--- config.mk ---
export PLATFORM = sky130hd
export DESIGN_NAME = qdrb_sram
export DESIGN_NICKNAME = d
export VERILOG_FILES = /design/src/rtl/qdrb_pkg.sv /design/src/rtl/qdrb_frame_fsm.sv /design/src/rtl/qdrb_write_stage.sv /design/src/rtl/qdrb_array.sv /design/src/rtl/qdrb_read_path.sv /design/src/rtl/qdrb_sram.sv
export SDC_FILE = /design/constraint.sdc
export NUM_CORES = 2
export LEC_CHECK = 0
export BUFFER_PORTS_ARGS = -buffer_cell sky130_fd_sc_hd__buf_2
export CORE_MARGIN = 8
export CORE_UTILIZATION = 40
export CTS_CLUSTER_SIZE = 14
export DETAILED_ROUTE_END_ITERATION = 8
export SLEW_MARGIN = 5
export SYNTH_ARGS = -nofsm -noshare
export SYNTH_HDL_FRONTEND = slang
export SYNTH_SLANG_ARGS = --single-unit
--- constraint.sdc ---
create_clock -name clk -period 5.2 [get_ports clk]
set_input_delay 0.52 -clock clk [delete_from_list [all_inputs] [get_ports clk]]
set_output_delay 0.52 -clock clk [all_outputs]
set_load 0.02 [all_outputs]
--- src/rtl/qdrb_pkg.sv ---
package qdrb_pkg;
    localparam int BEATS   = 4;
    localparam int BEAT_W  = 2;
    // extra slots between snapshot and first beat in extended latency mode
    localparam int EXT_GAP = 3;

    typedef enum logic [1:0] {
        SLOT_RD_K  = 2'd0,
        SLOT_RD_KB = 2'd1,
        SLOT_WR_K  = 2'd2,
        SLOT_WR_KB = 2'd3
    } slot_e;

    typedef enum logic [2:0] {
        WST_IDLE = 3'd0,
        WST_B1   = 3'd1,
        WST_B2   = 3'd2,
        WST_B3   = 3'd3,
        WST_FULL = 3'd4
    } wst_e;

    typedef enum logic {
        RCS_EMPTY = 1'b0,
        RCS_HELD  = 1'b1
    } rcs_e;

    typedef enum logic {
        OST_IDLE = 1'b0,
        OST_RUN  = 1'b1
    } ost_e;
endpackage

--- src/rtl/qdrb_frame_fsm.sv ---
module qdrb_frame_fsm
    import qdrb_pkg::*;
(
    input  logic clk,
    input  logic rst_n,
    output logic rd_slot,
    output logic wr_slot
);
    slot_e slot, slot_nxt;

    always_comb begin
        slot_nxt = slot;
        unique case (slot)
            SLOT_RD_K:  slot_nxt = SLOT_RD_KB;
            SLOT_RD_KB: slot_nxt = SLOT_WR_K;
            SLOT_WR_K:  slot_nxt = SLOT_WR_KB;
            SLOT_WR_KB: slot_nxt = SLOT_RD_K;
        endcase
    end

    always_ff @(posedge clk or negedge rst_n) begin
        if (!rst_n) slot <= SLOT_RD_K;
        else        slot <= slot_nxt;
    end

    always_comb begin
        rd_slot = (slot == SLOT_RD_K);
        wr_slot = (slot == SLOT_WR_K);
    end

    // write command slot always comes two slots after a read command slot
    assert_slot_order_R2: assert property (@(posedge clk) disable iff (!rst_n)
        wr_slot |-> $past(rd_slot, 2));
endmodule

--- src/rtl/qdrb_write_stage.sv ---
module qdrb_write_stage
    import qdrb_pkg::*;
#(
    parameter int AW    = 4,
    parameter int LW    = 9,
    parameter int LANES = 2,
    parameter int DW    = LW * LANES
) (
    input  logic                              clk,
    input  logic                              rst_n,
    input  logic                              wr_slot,
    input  logic                              wr_sel_n,
    input  logic [AW-1:0]                     addr,
    input  logic [DW-1:0]                     wdata,
    input  logic [LANES-1:0]                  wbe_n,
    output logic                              commit,
    output logic [AW-1:0]                     cm_addr,
    output logic [BEATS-1:0][DW-1:0]          cm_data,
    output logic [BEATS-1:0][LANES-1:0]       cm_we
);
    wst_e st, st_nxt;
    logic start;
    logic take;
    logic [BEAT_W-1:0] beat_idx;

    assign start = wr_slot && !wr_sel_n;

    always_comb begin
        st_nxt   = st;
        take     = 1'b0;
        beat_idx = '0;
        unique case (st)
            WST_IDLE: if (start) begin
                st_nxt = WST_B1; take = 1'b1; beat_idx = 2'd0;
            end
            WST_B1: begin st_nxt = WST_B2;   take = 1'b1; beat_idx = 2'd1; end
            WST_B2: begin st_nxt = WST_B3;   take = 1'b1; beat_idx = 2'd2; end
            WST_B3: begin st_nxt = WST_FULL; take = 1'b1; beat_idx = 2'd3; end
            WST_FULL: begin
                st_nxt = start ? WST_B1 : WST_IDLE;
                take   = start;
            end
            default: st_nxt = WST_IDLE;
        endcase
    end

    always_ff @(posedge clk or negedge rst_n) begin
        if (!rst_n) st <= WST_IDLE;
        else        st <= st_nxt;
    end

    always_ff @(posedge clk or negedge rst_n) begin
        if (!rst_n) begin
            cm_addr <= '0;
            cm_data <= '0;
            cm_we   <= '0;
        end else if (take) begin
            if (start) cm_addr <= addr;
            cm_data[beat_idx] <= wdata;
            cm_we[beat_idx]   <= ~wbe_n;
        end
    end

    assign commit = (st == WST_FULL);

    // the staged burst is written to the array only in a write command slot
    assert_commit_slot_R3: assert property (@(posedge clk) disable iff (!rst_n)
        commit |-> wr_slot);
endmodule

--- src/rtl/qdrb_array.sv ---
module qdrb_array
    import qdrb_pkg::*;
#(
    parameter int AW    = 4,
    parameter int LW    = 9,
    parameter int LANES = 2,
    parameter int DW    = LW * LANES
) (
    input  logic                          clk,
    input  logic                          rst_n,
    input  logic                          we_en,
    input  logic [AW-1:0]                 we_addr,
    input  logic [BEATS-1:0][DW-1:0]      we_data,
    input  logic [BEATS-1:0][LANES-1:0]   we_lane,
    input  logic [AW-1:0]                 rd_addr,
    output logic [BEATS-1:0][DW-1:0]      rd_words
);
    localparam int WORDS = (1 << AW) * BEATS;

    logic [DW-1:0] mem [WORDS];

    always_ff @(posedge clk or negedge rst_n) begin
        if (!rst_n) begin
            for (int w = 0; w < WORDS; w++) mem[w] <= '0;
        end else if (we_en) begin
            for (int b = 0; b < BEATS; b++) begin
                for (int j = 0; j < LANES; j++) begin
                    if (we_lane[b][j])
                        mem[{we_addr, BEAT_W'(b)}][j*LW +: LW] <= we_data[b][j*LW +: LW];
                end
            end
        end
    end

    for (genvar g = 0; g < BEATS; g++) begin : g_rport
        assign rd_words[g] = mem[{rd_addr, BEAT_W'(g)}];
    end
endmodule

--- src/rtl/qdrb_read_path.sv ---
module qdrb_read_path
    import qdrb_pkg::*;
#(
    parameter int AW    = 4,
    parameter int LW    = 9,
    parameter int LANES = 2,
    parameter int DW    = LW * LANES
) (
    input  logic                          clk,
    input  logic                          rst_n,
    input  logic                          rd_slot,
    input  logic                          wr_slot,
    input  logic                          rd_sel_n,
    input  logic [AW-1:0]                 addr,
    input  logic                          lat_ext,
    input  logic [BEATS-1:0][DW-1:0]      arr_words,
    input  logic                          fwd_valid,
    input  logic [AW-1:0]                 fwd_addr,
    input  logic [BEATS-1:0][DW-1:0]      fwd_data,
    input  logic [BEATS-1:0][LANES-1:0]   fwd_we,
    output logic [AW-1:0]                 rc_addr,
    output logic [DW-1:0]                 rdata,
    output logic                          rvalid
);
    rcs_e rcs;
    logic rc_ext;
    logic snap;
    logic fwd_hit;
    logic [BEATS-1:0][DW-1:0] merged;
    logic [BEATS-1:0][DW-1:0] sbuf [2];
    logic wsel;
    logic [EXT_GAP-1:0] dly_v;
    logic dly_idx [EXT_GAP];
    logic launch_leg, launch_ext;
    ost_e ost, ost_nxt;
    logic [BEAT_W-1:0] ocnt, ocnt_nxt;
    logic oidx, oidx_nxt;

    // read command holder
    always_ff @(posedge clk or negedge rst_n) begin
        if (!rst_n) begin
            rcs     <= RCS_EMPTY;
            rc_addr <= '0;
            rc_ext  <= 1'b0;
        end else if (rd_slot) begin
            rcs <= rd_sel_n ? RCS_EMPTY : RCS_HELD;
            if (!rd_sel_n) begin
                rc_addr <= addr;
                rc_ext  <= lat_ext;
            end
        end else if (snap) begin
            rcs <= RCS_EMPTY;
        end
    end

    assign snap    = wr_slot && (rcs == RCS_HELD);
    assign fwd_hit = fwd_valid && (fwd_addr == rc_addr);

    // lane-wise merge of the staged write over the array words
    for (genvar g = 0; g < BEATS; g++) begin : g_beat
        for (genvar j = 0; j < LANES; j++) begin : g_lane
            assign merged[g][j*LW +: LW] = (fwd_hit && fwd_we[g][j]) ?
                fwd_data[g][j*LW +: LW] : arr_words[g][j*LW +: LW];
        end
    end

    // snapshot buffers and extended-latency delay line
    always_ff @(posedge clk or negedge rst_n) begin
        if (!rst_n) begin
            sbuf[0] <= '0;
            sbuf[1] <= '0;
            wsel    <= 1'b0;
            dly_v   <= '0;
            for (int i = 0; i < EXT_GAP; i++) dly_idx[i] <= 1'b0;
        end else begin
            if (snap) begin
                sbuf[wsel] <= merged;
                wsel       <= ~wsel;
            end
            dly_v      <= {dly_v[EXT_GAP-2:0], snap && rc_ext};
            dly_idx[0] <= wsel;
            for (int i = 1; i < EXT_GAP; i++) dly_idx[i] <= dly_idx[i-1];
        end
    end

    assign launch_leg = snap && !rc_ext;
    assign launch_ext = dly_v[EXT_GAP-1];

    // output sequencer: next state
    always_comb begin
        ost_nxt  = ost;
        ocnt_nxt = ocnt;
        oidx_nxt = oidx;
        if (launch_leg) begin
            ost_nxt = OST_RUN; ocnt_nxt = 2'd1; oidx_nxt = wsel;
        end else if (launch_ext) begin
            ost_nxt = OST_RUN; ocnt_nxt = 2'd1; oidx_nxt = dly_idx[EXT_GAP-1];
        end else begin
            unique case (ost)
                OST_IDLE: ost_nxt = OST_IDLE;
                OST_RUN: begin
                    ocnt_nxt = ocnt + 2'd1;
                    if (ocnt == BEAT_W'(BEATS - 1)) ost_nxt = OST_IDLE;
                end
            endcase
        end
    end

    always_ff @(posedge clk or negedge rst_n) begin
        if (!rst_n) begin
            ost  <= OST_IDLE;
            ocnt <= '0;
            oidx <= 1'b0;
        end else begin
            ost  <= ost_nxt;
            ocnt <= ocnt_nxt;
            oidx <= oidx_nxt;
        end
    end

    // output sequencer: registered outputs
    always_ff @(posedge clk or negedge rst_n) begin
        if (!rst_n) begin
            rdata  <= '0;
            rvalid <= 1'b0;
        end else if (launch_leg) begin
            rdata  <= merged[0];
            rvalid <= 1'b1;
        end else if (launch_ext) begin
            rdata  <= sbuf[dly_idx[EXT_GAP-1]][0];
            rvalid <= 1'b1;
        end else if (ost == OST_RUN) begin
            rdata  <= sbuf[oidx][ocnt];
            rvalid <= 1'b1;
        end else begin
            rvalid <= 1'b0;
        end
    end

    assert_leg_latency_R5: assert property (@(posedge clk) disable iff (!rst_n)
        launch_leg |-> $past(rd_slot && !rd_sel_n, 2));

    assert_ext_latency_R6: assert property (@(posedge clk) disable iff (!rst_n)
        launch_ext |-> $past(rd_slot && !rd_sel_n, 5));

    assert_four_beats_R7: assert property (@(posedge clk) disable iff (!rst_n)
        $fell(rvalid) |-> $past(rvalid, 4));

    assert_hold_idle_R8: assert property (@(posedge clk) disable iff (!rst_n)
        !rvalid |-> $stable(rdata));
endmodule

--- src/rtl/qdrb_sram.sv ---
module qdrb_sram
    import qdrb_pkg::*;
#(
    parameter int ADDR_W = 4,
    parameter int LANE_W = 9,
    parameter int LANES  = 2
) (
    input  logic                       clk,
    input  logic                       rst_n,
    input  logic [ADDR_W-1:0]          addr,
    input  logic                       rd_sel_n,
    input  logic                       wr_sel_n,
    input  logic [LANE_W*LANES-1:0]    wdata,
    input  logic [LANES-1:0]           wbe_n,
    input  logic                       lat_ext,
    output logic [LANE_W*LANES-1:0]    rdata,
    output logic                       rvalid
);
    localparam int DATA_W = LANE_W * LANES;

    logic rd_slot, wr_slot;
    logic commit;
    logic [ADDR_W-1:0] cm_addr, rc_addr;
    logic [BEATS-1:0][DATA_W-1:0] cm_data, arr_words;
    logic [BEATS-1:0][LANES-1:0] cm_we;

    qdrb_frame_fsm u_frame (
        .clk     (clk),
        .rst_n   (rst_n),
        .rd_slot (rd_slot),
        .wr_slot (wr_slot)
    );

    qdrb_write_stage #(.AW(ADDR_W), .LW(LANE_W), .LANES(LANES), .DW(DATA_W)) u_wstage (
        .clk      (clk),
        .rst_n    (rst_n),
        .wr_slot  (wr_slot),
        .wr_sel_n (wr_sel_n),
        .addr     (addr),
        .wdata    (wdata),
        .wbe_n    (wbe_n),
        .commit   (commit),
        .cm_addr  (cm_addr),
        .cm_data  (cm_data),
        .cm_we    (cm_we)
    );

    qdrb_array #(.AW(ADDR_W), .LW(LANE_W), .LANES(LANES), .DW(DATA_W)) u_array (
        .clk      (clk),
        .rst_n    (rst_n),
        .we_en    (commit),
        .we_addr  (cm_addr),
        .we_data  (cm_data),
        .we_lane  (cm_we),
        .rd_addr  (rc_addr),
        .rd_words (arr_words)
    );

    qdrb_read_path #(.AW(ADDR_W), .LW(LANE_W), .LANES(LANES), .DW(DATA_W)) u_rpath (
        .clk       (clk),
        .rst_n     (rst_n),
        .rd_slot   (rd_slot),
        .wr_slot   (wr_slot),
        .rd_sel_n  (rd_sel_n),
        .addr      (addr),
        .lat_ext   (lat_ext),
        .arr_words (arr_words),
        .fwd_valid (commit),
        .fwd_addr  (cm_addr),
        .fwd_data  (cm_data),
        .fwd_we    (cm_we),
        .rc_addr   (rc_addr),
        .rdata     (rdata),
        .rvalid    (rvalid)
    );
endmodule

==> results.md <==
- 1st-iter DRT viols: 2937
- Power per standard cell area: 465 mW/mm2
- Number of routed nets with antenna violations: 0
- Area added between synthesis and finish: 11.4%
- Total number of placement rows: 149
- Initial antenna violation count: 2
- Clock share of power: 32.6%
- Routability Congestion: 0.828
- Unrepaired setup endpoints after global routing: no
- Number of cells traversed by the worst register-to-register path: 5
- Clock sink count: 1421
- Max-slew violation count: 0
- Final Critical Period: 3460 ps
- Clock buffers created by TritonCTS: 156
- Boundary pin count: 48
- WL per Instance: 25.4 um
- Maximum level of the CTS H-tree: 4
- Critical path cell sequence: nor2b_4 -> buf_4 -> nand2_1 -> nor2_2 -> mux2_2
- Flop2flop setup slack: 1740 ps
- Number of distinct library cells after synthesis: 50
- Final cycle utilization of the critical path: 66.5%
- Combined flip-flop and latch cell area: 0.0356 mm2
- Std-Cell Core Area: 0.165 mm2
- Crit. End Element: flop
- Net switching power: 0.0108 W
- WP data arrival: 4130 ps
- Startpoint type of the worst setup path: flop
- Yosys Warn Count: 0
- # Max-Cap Violations: 0
- Vertical die dimension: 423 um
- Number of cells produced by synthesis: 4622
- Fraction of power spent switching nets: 31.5%
- Internal power: 0.0235 W
- Die outline width: 423 um
- Combined area of the multi-input logic cells: 0.0291 mm2
- Worst Clk Skew: 22.2 ps
- CTS clock-pin slew for the worst setup and hold paths: 60 ps
- Worst slew slack as a fraction of its limit: 18.9%
- Logic pwr share: 18.3%
- End point of the critical path: u_array.mem[671]
- Starting density of the core: 40.2%
- Maximum operating frequency: 0.289 GHz
- Buffers and inverters on the worst path: 1
- Largest voltage drop on the vdd net: 294 uV
- GRT Total Usage: 19.2%
- Worst path top cell family by delay: simple AND/OR/NAND/NOR gates
- Final Core Density: 44.8%
- Drt pass-1 iters: 8
- Worst endpoint required time: 5870 ps
- Share of synthesized area occupied by flip-flops and latches: 53.7%
- Post-CTS setup-driven buffer insertion count: 0
- Cell area after synthesis: 0.0662 mm2
- Endpoint of the lowest-slack register-to-register path: u_array.mem[671]
- Largest buffer count on any clock path: 3
- Vias in the first global route: 41300
- Final sum of negative setup slack: 0 ps
- Residual DRC count: 0
- Biggest fanout along the worst timing path: 14
- Worst skew pair latency: 800 ps
- CTS root buf: sky130_fd_sc_hd__clkbuf_16
- Vias after detailed routing: 39700
- Type of the worst min-delay path: input port to flop
- #FFs+latches synth: 1421
- Number of fill cells in the layout: 14600
- Worst path depth: 5
- Synth Net Count: 4655
- Synthesized area divided by synthesized cell count: 14.3 um2
- Source of the worst register-to-register timing path: u_wstage.cm_addr[1]
- Area of the die: 0.179 mm2
- Total length of routed wires: 173 mm
- Slew at the pin closest to its max-slew limit: 1210 ps
- Stage delay of the slowest cell on the critical path: 1070 ps
- TritonCTS clock tree: built
- Global-route wire length before repair: 269 mm
- PortBufs: 47
- Result of the run: complete, no violations
- Critical Setup Path Class: flop to flop
- Setup violators final: 0
- Cell at the slowest stage of the critical path: sky130_fd_sc_hd__nor2b_4
- Critical path startpoint: u_wstage.cm_addr[1]
- WHS Path Cells: 3
- Detailed placement HPWL: 110 mm
- Part of the power in registers: 49.2%
- Leak: 33.5 nW
- Number of failing hold endpoints at the final stage: 0
- Overflow left after global routing: 0
- Post-DR vias/cell: 5.81
- Largest net degree at the start of global routing: 163
- NumNets Final: 4552
- Share of layout cells above drive strength 1: 42.2%
-- power groups by stage --
stage	Combinational (W)	Clock, W	Sequential (W)
final	0.00628	0.0112	0.0169
after floorplan	0.00599	0	0.0146
after detailed placement	0.00631	0	0.0170
after global routing	0.00677	0.0119	0.0173
after CTS	0.00632	0.0114	0.0168
after global placement	0.00616	0	0.0169
-- state kept, by name (all words and copies together), names as in the netlist, 2 cells and up --
| signal | cells |
|---|---|
| u_rpath.dly_idx | 3 |
| u_rpath.dly_v | 3 |
| u_rpath.rc_addr | 4 |
| u_wstage.st | 3 |
| u_rpath.ocnt | 2 |
| u_rpath.rdata | 18 |
| u_frame.slot | 2 |
| u_wstage.cm_data | 72 |
| u_array.mem | 1152 |
| u_rpath.sbuf | 144 |
| u_wstage.cm_we | 8 |
| u_wstage.cm_addr | 4 |
-- worst min path at each step --
stage / start / slack, ps / to
CTS: wdata[7] / 3 / u_wstage.cm_data[61]
detailed placement: u_rpath.dly_idx[1] / 340 / u_rpath.dly_idx[0]
global route: wdata[7] / 20 / u_wstage.cm_data[61]
floorplan: rst_n / 220 / u_array.mem[0]
global placement: u_rpath.dly_v[1] / 340 / u_rpath.dly_v[2]
finish: wdata[10] / 50 / u_wstage.cm_data[64]
-- placed cells by master, fill, tap and decap left out, types with 7 or more instances in the layout --
cell type	synthesis	final
sky130_fd_sc_hd__a2111oi_0	18	18
sky130_fd_sc_hd__a221oi_1	17	17
sky130_fd_sc_hd__a22o_1	144	144
sky130_fd_sc_hd__and2_1	20	19
sky130_fd_sc_hd__buf_12	0	17
sky130_fd_sc_hd__buf_2	43	46
sky130_fd_sc_hd__buf_4	4	68
sky130_fd_sc_hd__bufinv_16	0	7
sky130_fd_sc_hd__clkbuf_1	279	48
sky130_fd_sc_hd__clkbuf_16	0	160
sky130_fd_sc_hd__clkbuf_8	0	39
sky130_fd_sc_hd__clkinv_2	0	13
sky130_fd_sc_hd__dfrtp_1	1421	1417
sky130_fd_sc_hd__inv_1	12	12
sky130_fd_sc_hd__mux2_1	50	50
sky130_fd_sc_hd__mux2_2	1165	1165
sky130_fd_sc_hd__mux2i_1	56	56
sky130_fd_sc_hd__mux4_2	306	306
sky130_fd_sc_hd__nand2_1	381	381
sky130_fd_sc_hd__nand3_1	31	30
sky130_fd_sc_hd__nand3_4	27	27
sky130_fd_sc_hd__nor2_1	121	119
sky130_fd_sc_hd__nor2_2	32	32
sky130_fd_sc_hd__nor2_4	30	32
sky130_fd_sc_hd__o21ai_0	149	149
sky130_fd_sc_hd__o221ai_1	18	18
sky130_fd_sc_hd__o31ai_1	16	16
sky130_fd_sc_hd__o41a_1	144	144
-- logic make-up (layout without fill, tap and decap cells) --
logic type               after synthesis  count (layout)  synth area share (%)
multiplexers                        1577            1577                  31.9
flip-flops                          1421            1421                  53.7
AND/OR/NAND/NOR                      692             692                  5.35
AO/OA/AOI/OAI                        515             515                  6.44
buffers and inverters                408             429                  2.45
XOR/XNOR                               5               5                0.0661
adder cells (fa/ha/maj)                4               4                0.0756
other                                  0               4                     0
-- layout make-up --
class                   count  area share (%)
well taps                2189            3.71
diodes                      4          0.0136
multi-input cells        2793            39.5
clock buffers             247            6.40
clock inverters            35           0.644
repair buffers            133            1.49
inverters                  14          0.0712
flip-flops and latches   1421            48.2
-- synth_stat cells (all sizes together) --
cell type / count / area share, %
a21oi: 6 / 0.045
clkbuf: 279 / 1.6
a31oi: 2 / 0.019
mux2i: 56 / 0.85
a22o: 144 / 1.9
nand4: 3 / 0.038
nor3b: 7 / 0.094
nor3: 5 / 0.045
and3: 3 / 0.028
o221ai: 18 / 0.24
or3b: 1 / 0.013
o31ai: 16 / 0.18
clkinv: 2 / 0.011
nand3: 58 / 0.95
dfrtp: 1421 / 54
nor2: 183 / 1.5
mux4: 306 / 10
nor2b: 7 / 0.066
buf: 115 / 0.79
nand4b: 1 / 0.013
nand3b: 6 / 0.068
a2111oi: 18 / 0.24
ha: 4 / 0.076
mux2: 1215 / 21
nand4bb: 1 / 0.017
nand2: 384 / 2.2
and4: 2 / 0.026
o41a: 144 / 2.4
or2: 5 / 0.047
a211oi: 1 / 0.011
and3b: 2 / 0.026
o21ai: 149 / 1.1
xnor2: 5 / 0.066
and2: 21 / 0.20
nor4b: 1 / 0.013
or3: 2 / 0.019
a221oi: 17 / 0.22
inv: 12 / 0.068
-- tightest hold or removal path, cell delays in order --
cell and delay, ps:
sky130_fd_sc_hd__buf_2 160, sky130_fd_sc_hd__nand2_1 70, sky130_fd_sc_hd__nand2_1 40
-- routing by layer --
metal | GRT usage (%) | share of wire (%) | wire, um
met3 | 2.98 | 4.1 | 7120
met4 | 6.98 | 3.7 | 6470
met1 | 27.4 | 45 | 78900
met2 | 30.0 | 47 | 81000
met5 | 0 | 0 | 0
-- repair_timing --
item | 4_1_cts | 5_1_grt
endpoints found under the hold margin | 97 | 0
hold buffers | 2 | 0
resized for setup | 0 | 0
-- through the flow --
stage / cells / power [W] / hold WS (ps) / instance area, um2 / setup slack (ps)
2_1_floorplan: 4622 / 0.0206 / 224 / 66200 / 3050
6_report: 6836 / 0.0343 / 51.7 / 73800 / 1740
5_1_grt: 6834 / 0.0360 / 18.2 / 73800 / 1590
4_1_cts: 6832 / 0.0346 / 3.18 / 73800 / 1740
3_5_place_dp: 6548 / 0.0233 / 338 / 68600 / 1730
3_3_place_gp: 6548 / 0.0230 / 339 / 68600 / 1700
(Power assumes the default switching activity.)
